===== src/rtl/trig_pkg.sv =====
package trig_pkg;
  localparam logic [7:0] ADR_CTRL   = 8'h00;
  localparam logic [7:0] ADR_DEAD   = 8'h01;
  localparam logic [7:0] ADR_PERIOD = 8'h02;
  localparam logic [7:0] ADR_PTYPE  = 8'h03;
  localparam logic [7:0] ADR_DLEN   = 8'h04;
  localparam logic [7:0] ADR_CMD    = 8'h05;
  localparam logic [7:0] ADR_NUM    = 8'h10;
  localparam logic [7:0] ADR_REJ    = 8'h11;
  localparam logic [7:0] ADR_DLBASE = 8'h20;
  localparam logic [3:0] TYPE_PHYS  = 4'h1;

  typedef struct packed {
    logic       accept;
    logic       reject;
    logic       clear;
    logic [3:0] kind;
  } trigStb_t;
endpackage


===== src/rtl/trig_pulser.sv =====
module trig_pulser #(
  parameter int PER_W = 28
) (
  input  logic             clk,
  input  logic             rstN,
  input  logic             enable,
  input  logic [PER_W-1:0] period,
  output logic             fire
);
  logic [PER_W-1:0] cnt;

  assign fire = enable && (period != '0) && (cnt >= period - 1'b1);

  always_ff @(posedge clk or negedge rstN) begin
    if (!rstN) cnt <= '0;
    else if (!enable || fire) cnt <= '0;
    else cnt <= cnt + 1'b1;
  end
endmodule


===== src/rtl/trig_ctrl.sv =====
module trig_ctrl
  import trig_pkg::*;
#(
  parameter int NUM_DL = 4,
  parameter int DEAD_W = 16,
  parameter int PER_W  = 28,
  parameter int TNUM_W = 24,
  parameter int CNT_W  = 32,
  parameter int DATA_W = 32
) (
  input  logic                    clk,
  input  logic                    rstN,
  input  logic                    regValid,
  input  logic                    regWrite,
  input  logic [7:0]              regAddr,
  input  logic [DATA_W-1:0]       regWdata,
  output logic [DATA_W-1:0]       regRdata,
  output logic                    regRdValid,
  input  logic [1:0]              extTrig,
  input  logic [NUM_DL-1:0]       dlTrig,
  input  logic [TNUM_W-1:0]       numCnt,
  input  logic [CNT_W-1:0]        rejCnt,
  input  logic [NUM_DL*CNT_W-1:0] dlCnt,
  output trigStb_t                stb,
  output logic                    sysEnable,
  output logic [DEAD_W-1:0]       deadCfg
);
  localparam int NREQ = 4 + NUM_DL;

  logic              pulserEn;
  logic [1:0]        extEn;
  logic [PER_W-1:0]  periodCfg;
  logic [3:0]        pulserType;
  logic [NUM_DL-1:0] dlEn;
  logic [DEAD_W-1:0] deadCnt;
  logic              pulseFire;
  logic              wrEn, swReq, clrReq, deadActive;
  logic [NREQ-1:0]   reqVec, physVec;
  logic [DATA_W-1:0] rdMux;

  trig_pulser #(.PER_W(PER_W)) uPulser (
    .clk(clk), .rstN(rstN), .enable(pulserEn), .period(periodCfg), .fire(pulseFire)
  );

  assign wrEn       = regValid && regWrite;
  assign swReq      = wrEn && (regAddr == ADR_CMD) && regWdata[0];
  assign clrReq     = wrEn && (regAddr == ADR_CMD) && regWdata[1];
  assign deadActive = (deadCnt != '0);

  // bit order is the priority order: lowest set bit wins
  assign reqVec  = {dlTrig & dlEn, extTrig & extEn, pulseFire, swReq};
  assign physVec = {reqVec[NREQ-1:2], reqVec[1] && (pulserType == TYPE_PHYS), reqVec[0]};

  always_comb begin
    stb.accept = sysEnable && !deadActive && (|reqVec);
    stb.reject = sysEnable && deadActive && (|physVec);
    stb.clear  = clrReq;
    stb.kind   = (!reqVec[0] && reqVec[1]) ? pulserType : TYPE_PHYS;
  end

  always_ff @(posedge clk or negedge rstN) begin
    if (!rstN) begin
      sysEnable  <= 1'b0;
      pulserEn   <= 1'b0;
      extEn      <= '0;
      deadCfg    <= '0;
      periodCfg  <= '0;
      pulserType <= TYPE_PHYS;
      dlEn       <= '0;
    end else if (wrEn) begin
      case (regAddr)
        ADR_CTRL: begin
          sysEnable <= regWdata[0];
          pulserEn  <= regWdata[1];
          extEn     <= regWdata[3:2];
        end
        ADR_DEAD:   deadCfg    <= regWdata[DEAD_W-1:0];
        ADR_PERIOD: periodCfg  <= regWdata[PER_W-1:0];
        ADR_PTYPE:  pulserType <= regWdata[3:0];
        ADR_DLEN:   dlEn       <= regWdata[NUM_DL-1:0];
        default: ;
      endcase
    end
  end

  always_ff @(posedge clk or negedge rstN) begin
    if (!rstN) deadCnt <= '0;
    else if (stb.accept) deadCnt <= deadCfg;
    else if (deadActive) deadCnt <= deadCnt - 1'b1;
  end

  always_comb begin
    rdMux = '0;
    case (regAddr)
      ADR_CTRL:   rdMux[3:0] = {extEn, pulserEn, sysEnable};
      ADR_DEAD:   rdMux[DEAD_W-1:0] = deadCfg;
      ADR_PERIOD: rdMux[PER_W-1:0] = periodCfg;
      ADR_PTYPE:  rdMux[3:0] = pulserType;
      ADR_DLEN:   rdMux[NUM_DL-1:0] = dlEn;
      ADR_NUM:    rdMux[TNUM_W-1:0] = numCnt;
      ADR_REJ:    rdMux[CNT_W-1:0] = rejCnt;
      default: ;
    endcase
    for (int i = 0; i < NUM_DL; i++) begin
      if (regAddr == ADR_DLBASE + 8'(i)) rdMux[CNT_W-1:0] = dlCnt[i*CNT_W +: CNT_W];
    end
  end

  always_ff @(posedge clk or negedge rstN) begin
    if (!rstN) begin
      regRdValid <= 1'b0;
      regRdata   <= '0;
    end else begin
      regRdValid <= regValid && !regWrite;
      regRdata   <= (regValid && !regWrite) ? rdMux : '0;
    end
  end
endmodule


===== src/rtl/trig_datapath.sv =====
module trig_datapath
  import trig_pkg::*;
#(
  parameter int NUM_DL = 4,
  parameter int TNUM_W = 24,
  parameter int CNT_W  = 32
) (
  input  logic                    clk,
  input  logic                    rstN,
  input  trigStb_t                stb,
  input  logic [NUM_DL-1:0]       dlTrig,
  output logic                    trigValid,
  output logic [3:0]              trigType,
  output logic [TNUM_W-1:0]       trigNum,
  output logic [TNUM_W-1:0]       numCnt,
  output logic [CNT_W-1:0]        rejCnt,
  output logic [NUM_DL*CNT_W-1:0] dlCnt
);
  always_ff @(posedge clk or negedge rstN) begin
    if (!rstN) begin
      trigValid <= 1'b0;
      trigType  <= '0;
      trigNum   <= '0;
      numCnt    <= '0;
      rejCnt    <= '0;
    end else begin
      trigValid <= stb.accept;
      trigType  <= stb.accept ? stb.kind : 4'h0;
      trigNum   <= stb.accept ? numCnt : '0;
      numCnt    <= stb.clear ? '0 : numCnt + TNUM_W'(stb.accept);
      rejCnt    <= stb.clear ? '0 : rejCnt + CNT_W'(stb.reject);
    end
  end

  for (genvar i = 0; i < NUM_DL; i++) begin : gDlCnt
    always_ff @(posedge clk or negedge rstN) begin
      if (!rstN) dlCnt[i*CNT_W +: CNT_W] <= '0;
      else if (stb.clear) dlCnt[i*CNT_W +: CNT_W] <= '0;
      else dlCnt[i*CNT_W +: CNT_W] <= dlCnt[i*CNT_W +: CNT_W] + CNT_W'(dlTrig[i]);
    end
  end
endmodule


===== src/rtl/trig_central.sv =====
module trig_central
  import trig_pkg::*;
#(
  parameter int NUM_DL = 4,
  parameter int DEAD_W = 16,
  parameter int PER_W  = 28,
  parameter int TNUM_W = 24,
  parameter int CNT_W  = 32
) (
  input  logic              clk,
  input  logic              rstN,
  input  logic              regValid,
  input  logic              regWrite,
  input  logic [7:0]        regAddr,
  input  logic [31:0]       regWdata,
  output logic [31:0]       regRdata,
  output logic              regRdValid,
  input  logic [1:0]        extTrig,
  input  logic [NUM_DL-1:0] dlTrig,
  output logic              trigValid,
  output logic [3:0]        trigType,
  output logic [TNUM_W-1:0] trigNum
);
  trigStb_t                stb;
  logic                    sysEnable;
  logic [DEAD_W-1:0]       deadCfg;
  logic [TNUM_W-1:0]       numCnt;
  logic [CNT_W-1:0]        rejCnt;
  logic [NUM_DL*CNT_W-1:0] dlCnt;

  trig_ctrl #(
    .NUM_DL(NUM_DL), .DEAD_W(DEAD_W), .PER_W(PER_W),
    .TNUM_W(TNUM_W), .CNT_W(CNT_W), .DATA_W(32)
  ) uCtrl (
    .clk(clk), .rstN(rstN), .regValid(regValid), .regWrite(regWrite),
    .regAddr(regAddr), .regWdata(regWdata), .regRdata(regRdata),
    .regRdValid(regRdValid), .extTrig(extTrig), .dlTrig(dlTrig),
    .numCnt(numCnt), .rejCnt(rejCnt), .dlCnt(dlCnt), .stb(stb),
    .sysEnable(sysEnable), .deadCfg(deadCfg)
  );

  trig_datapath #(.NUM_DL(NUM_DL), .TNUM_W(TNUM_W), .CNT_W(CNT_W)) uData (
    .clk(clk), .rstN(rstN), .stb(stb), .dlTrig(dlTrig),
    .trigValid(trigValid), .trigType(trigType), .trigNum(trigNum),
    .numCnt(numCnt), .rejCnt(rejCnt), .dlCnt(dlCnt)
  );
endmodule


===== config.mk =====
export PLATFORM = sky130hd
export DESIGN_NAME = trig_central
export DESIGN_NICKNAME = d
export VERILOG_FILES = /design/src/rtl/trig_pkg.sv /design/src/rtl/trig_pulser.sv /design/src/rtl/trig_ctrl.sv /design/src/rtl/trig_datapath.sv /design/src/rtl/trig_central.sv
export SDC_FILE = /design/constraint.sdc
export NUM_CORES = 1
export LEC_CHECK = 0
export BUFFER_PORTS_ARGS = -buffer_cell sky130_fd_sc_hd__buf_4
export CAP_MARGIN = 0
export CORE_MARGIN = 2
export CORE_UTILIZATION = 37
export CTS_BUF_LIST = sky130_fd_sc_hd__clkbuf_2 sky130_fd_sc_hd__clkbuf_4 sky130_fd_sc_hd__clkbuf_8
export CTS_CLUSTER_SIZE = 25
export DETAILED_ROUTE_END_ITERATION = 10
export PLACE_DENSITY = 0.6
export SYNTH_ARGS = -nofsm -noshare
export SYNTH_HDL_FRONTEND = slang
export SYNTH_HIERARCHICAL = 1
export SYNTH_SLANG_ARGS = --single-unit

===== constraint.sdc =====
create_clock -name clk -period 6.4 [get_ports clk]
set_clock_uncertainty 0.15 [all_clocks]
set_input_delay 0.64 -clock clk [delete_from_list [all_inputs] [get_ports clk]]
set_output_delay 0.64 -clock clk [all_outputs]
set_load 0.03 [all_outputs]

==> results.cfg <==
[timing]
setup_viol = 0
fin_crit_ns = 6.00
hold_violations = 0
drv_slew = 0
fmax_ghz = 0.167
rsz0062_at_grt = no
min_period_over_period_pct = 93.7
fin_setup_tns_ns = 0
postLayoutSetupSlackWorst_ns = 0.401
relSlewSlack_pct = 24.7
tightest_slew_ns = 1.13

[logic_synthesis]
synth_compound_area_share_pct = 14.8
yosys.area_share.xor_xnor_pct = 5.63
synth-edff-count = 0
ys_ff_latch = 346
yosys_warnings = 6
yosys.area_share.simple_pct = 22.3
synth_top_cell_area_share_pct = 44.0
synth_cell_types = 84
synth_area_leader_cell = dfrtp_1
synthFlopType = dfrtp_1
syn_area_sq_um = 19600
synth_seq_area_share_pct = 44.2
postSynthNetCount = 2111
synthTopCellsByArea = dfrtp_1 44%, a21oi_1 4.3%, mux2_2 3.1%
synthArstFlopShare_pct = 100
synthAdderAreaFrac_pct = 2.74
synth_top_family_by_area = simple AND/OR/NAND/NOR gates
syn_avg_cell_area_sq_um = 9.72
synthMuxAreaShare_pct = 6.67
synthCells = 2018

[power_and_ir_drop]
clock_power_share_pct = 44.4
netSwitchingFraction_pct = 27.9
combPwrFrac_pct = 10.8
ir_drop_mv = 0.169
p_leak_nw = 9.47
pwr-share-seq_pct = 44.8
p_per_area_nw_per_um2 = 241
power.switching_w = 0.00151
p_int_w = 0.00390

[outcome]
outcome = completed

[floorplan]
die_x_microns = 234
coreArea_sq_um = 52400
rows = 84
start_util_pct = 37.4
dieArea_sq_um = 54900
fp.dieH_microns = 234
ios = 112

[layout]
nNetsFinal = 2199
drive_gt1_share_pct = 18.0
nFillCells = 5041
area_delta_synth_final_pct = 14.7

[routing]
ant_nets = 0
firstDrtPassIters = 6
avgRoutedWirePerCell_microns = 21.9
wirelength_mm = 62.3
remaining_drc_errors = 0
drtIter0Drc = 1559
routed_via_density = 5.90
vias = 16786

[min_path]
whs_path_depth = 3
hp-class = primary input to flip-flop
min_to = uCtrl/deadCfg[10]
hold_start = regWdata[10]

[place]
portBuffers = 107
place_ws_ns = 0.327
dpl.hpwl_mm = 43.5
gp_congestion = 0.902

[clocking]
cts.clk_slew.worst_paths_ns = 0.06
clock_latency_ns = 0.69
cts_buffer_depth = 3
clock_sinks = 346
cts_root_buf = clkbuf_8
cts_made_buffers = 61
cts_tree = yes
htreeDepth = 2
ctsResizeCount = 0

[critical_path]
critPathArrivalTime_ns = 6.41
cp-start-kind = flip-flop
required_ns = 6.81
rr_worst_depth = 20
worstReg2RegEnd = uData/rejCnt[23]
critPathCaptureType = flip-flop
rr_startpoint = uCtrl/periodCfg[5]
critPathKind = flip-flop to flip-flop
r2r_slack_ns = 0.40
crit_fanout = 30

[global_routing]
grt_max_degree = 167
grt_overflow_total = 0
antenna_found_initial = 4
grt_pass1_wl_mm = 95.7
grt_pass1_vias = 16145
grt_use_total_pct = 22.6

[run]
max-cap-violations = 0
worst max-delay path, cell delays in order, from the launching register on:
cell	delay, ns
dfrtp_1	0.48
or4_4	0.61
nor3_4	0.16
nand3_1	0.16
or3_4	0.43
nor2_1	0.14
xnor2_1	0.09
ha_1	0.31
nand4_1	0.18
nor4_1	0.27
a221oi_1	0.12
o211ai_1	0.14
o211a_1	0.36
a21oi_1	0.11
a31oi_1	0.28
ha_1	0.21
nand2_1	0.11
or4_1	0.60
buf_4	0.26
nor4_1	0.32
mux2_2	0.37
state kept, by name, summed over array words and instances (netlist names):
signal             count
uCtrl/deadCnt         16
uCtrl/regRdata        32
uCtrl/regRdValid       1
uData/dlCnt          128
uCtrl/pulserType       4
uData/trigType         4
uCtrl/sysEnable        1
uCtrl/pulserEn         1
uData/rejCnt          32
uData/trigNum         24
uCtrl/uPulser/cnt     28
uCtrl/dlEn             4
uData/numCnt          24
uCtrl/periodCfg       28
uCtrl/extEn            2
uData/trigValid        1
uCtrl/deadCfg         16
kinds of logic after synthesis:
logic type	Yosys count
muxes	110
buffers and inverters	171
AOI/OAI and AO/OA	467
DFF	346
xor gates and xnor gates	126
and+or+nand+nor	755
adders and majority gates	43
timing repair:
| action | CTS | global route |
|---|---|---|
| hold buffers | 9 | 0 |
| hold endpoints to repair | 90 | 0 |
| setup buffers | 0 | 3 |
| setup endpoints to repair | 0 | 5 |
metal layers:
| metal | routed length, microns | share of wire (%) | GRT usage, % |
|---|---|---|---|
| met3 | 4780 | 7.7 | 4.15 |
| met4 | 2580 | 4.1 | 9.71 |
| met2 | 28000 | 45 | 35.0 |
| met5 | 24 | 0.038 | 0 |
| met1 | 26900 | 43 | 30.9 |
through the flow:
| stage | hold WS (ns) | area, sq um | cells | total power (W) | util, % |
|---|---|---|---|---|---|
| floorplan | 0.194 | 19600 | 2018 | 0.00282 | - |
| global placement | 0.348 | 21000 | 2719 | 0.00301 | 40.0 |
| detailed placement | 0.355 | 21000 | 2719 | 0.00304 | 40.0 |
| CTS | 0.00403 | 22500 | 2838 | 0.00547 | 42.8 |
| global route | 0.0170 | 22500 | 2843 | 0.00566 | 42.9 |
| finish | 0.0367 | 22500 | 2843 | 0.00541 | 42.9 |
power groups by stage:
stage               combinational [W]  clock [W]  sequential [W]
floorplan                    0.000405          0         0.00242
global placement             0.000558          0         0.00245
detailed placement           0.000572          0         0.00246
CTS                          0.000583    0.00246         0.00242
global route                 0.000652    0.00256         0.00245
finish                       0.000582    0.00240         0.00243
worst max-delay path by stage:
stage,from,end,slack [ns]
after global placement,uCtrl/periodCfg[5],uData/numCnt[22],0.44
after detailed placement,uCtrl/periodCfg[5],uData/numCnt[20],0.33
after global routing,uCtrl/periodCfg[5],uData/rejCnt[23],0.03
final,uCtrl/periodCfg[5],uData/rejCnt[23],0.40
after floorplan,uCtrl/periodCfg[13],uData/numCnt[22],0.83
after CTS,uCtrl/periodCfg[5],uData/numCnt[20],0.29
synth_stat cells, types with 4 or more instances:
cell type	number
dfrtp_1	345
a21oi_1	167
nor2_1	134
nand2_1	129
o21ai_0	101
clkbuf_1	79
nand3_1	73
or4_1	73
o31ai_1	66
xnor2_1	65
nand4_1	64
xor2_1	61
inv_1	56
mux2_2	54
ha_1	43
and2_1	39
nor3_1	35
or3_1	35
mux2i_1	32
nor4_1	26
nor2b_1	25
nor3_2	23
a22oi_1	22
and3_1	20
mux2_4	20
buf_2	19
and4_1	17
o22ai_1	17
a31oi_1	15
a21o_1	13
a211oi_1	8
a32oi_1	8
o221a_2	8
o2bb2ai_1	7
a22o_1	6
buf_1	6
buf_6	6
nand4b_1	6
nor3b_1	6
or4_4	6
a221oi_1	5
nand2b_1	5
or3_2	5
o41ai_1	4
layout make-up:
class	count	area (sq um)	area share, %
Inverter	57	214	0.951
Tap cell	688	861	3.83
Antenna cell	2	5.00	0.0222
Timing Repair Buffer	139	1110	4.94
Clock buffer	91	1170	5.21
Multi-Input combinational cell	1501	10200	45.5
Clock inverter	19	243	1.08
Sequential cell	346	8660	38.5
cell usage in the layout (no fill, tap or decap), types with 19 or more instances in the layout:
cell type,synthesis,final
mux2i_1,32,32
mux2_2,54,54
nand3_1,73,73
xnor2_1,65,65
a21oi_1,167,167
o31ai_1,66,66
nor2_1,134,133
nor2b_1,25,24
mux2_4,20,20
and2_1,39,39
nor3_1,35,35
xor2_1,61,61
buf_4,2,126
or3_1,35,35
nor3_2,23,23
o21ai_0,101,101
ha_1,43,43
clkbuf_8,2,78
a22oi_1,22,22
nand2_1,129,129
nand4_1,64,64
or4_1,73,73
inv_1,56,56
and3_1,20,19
dfrtp_1,345,345
nor4_1,26,26
(Power assumes the default switching activity.)
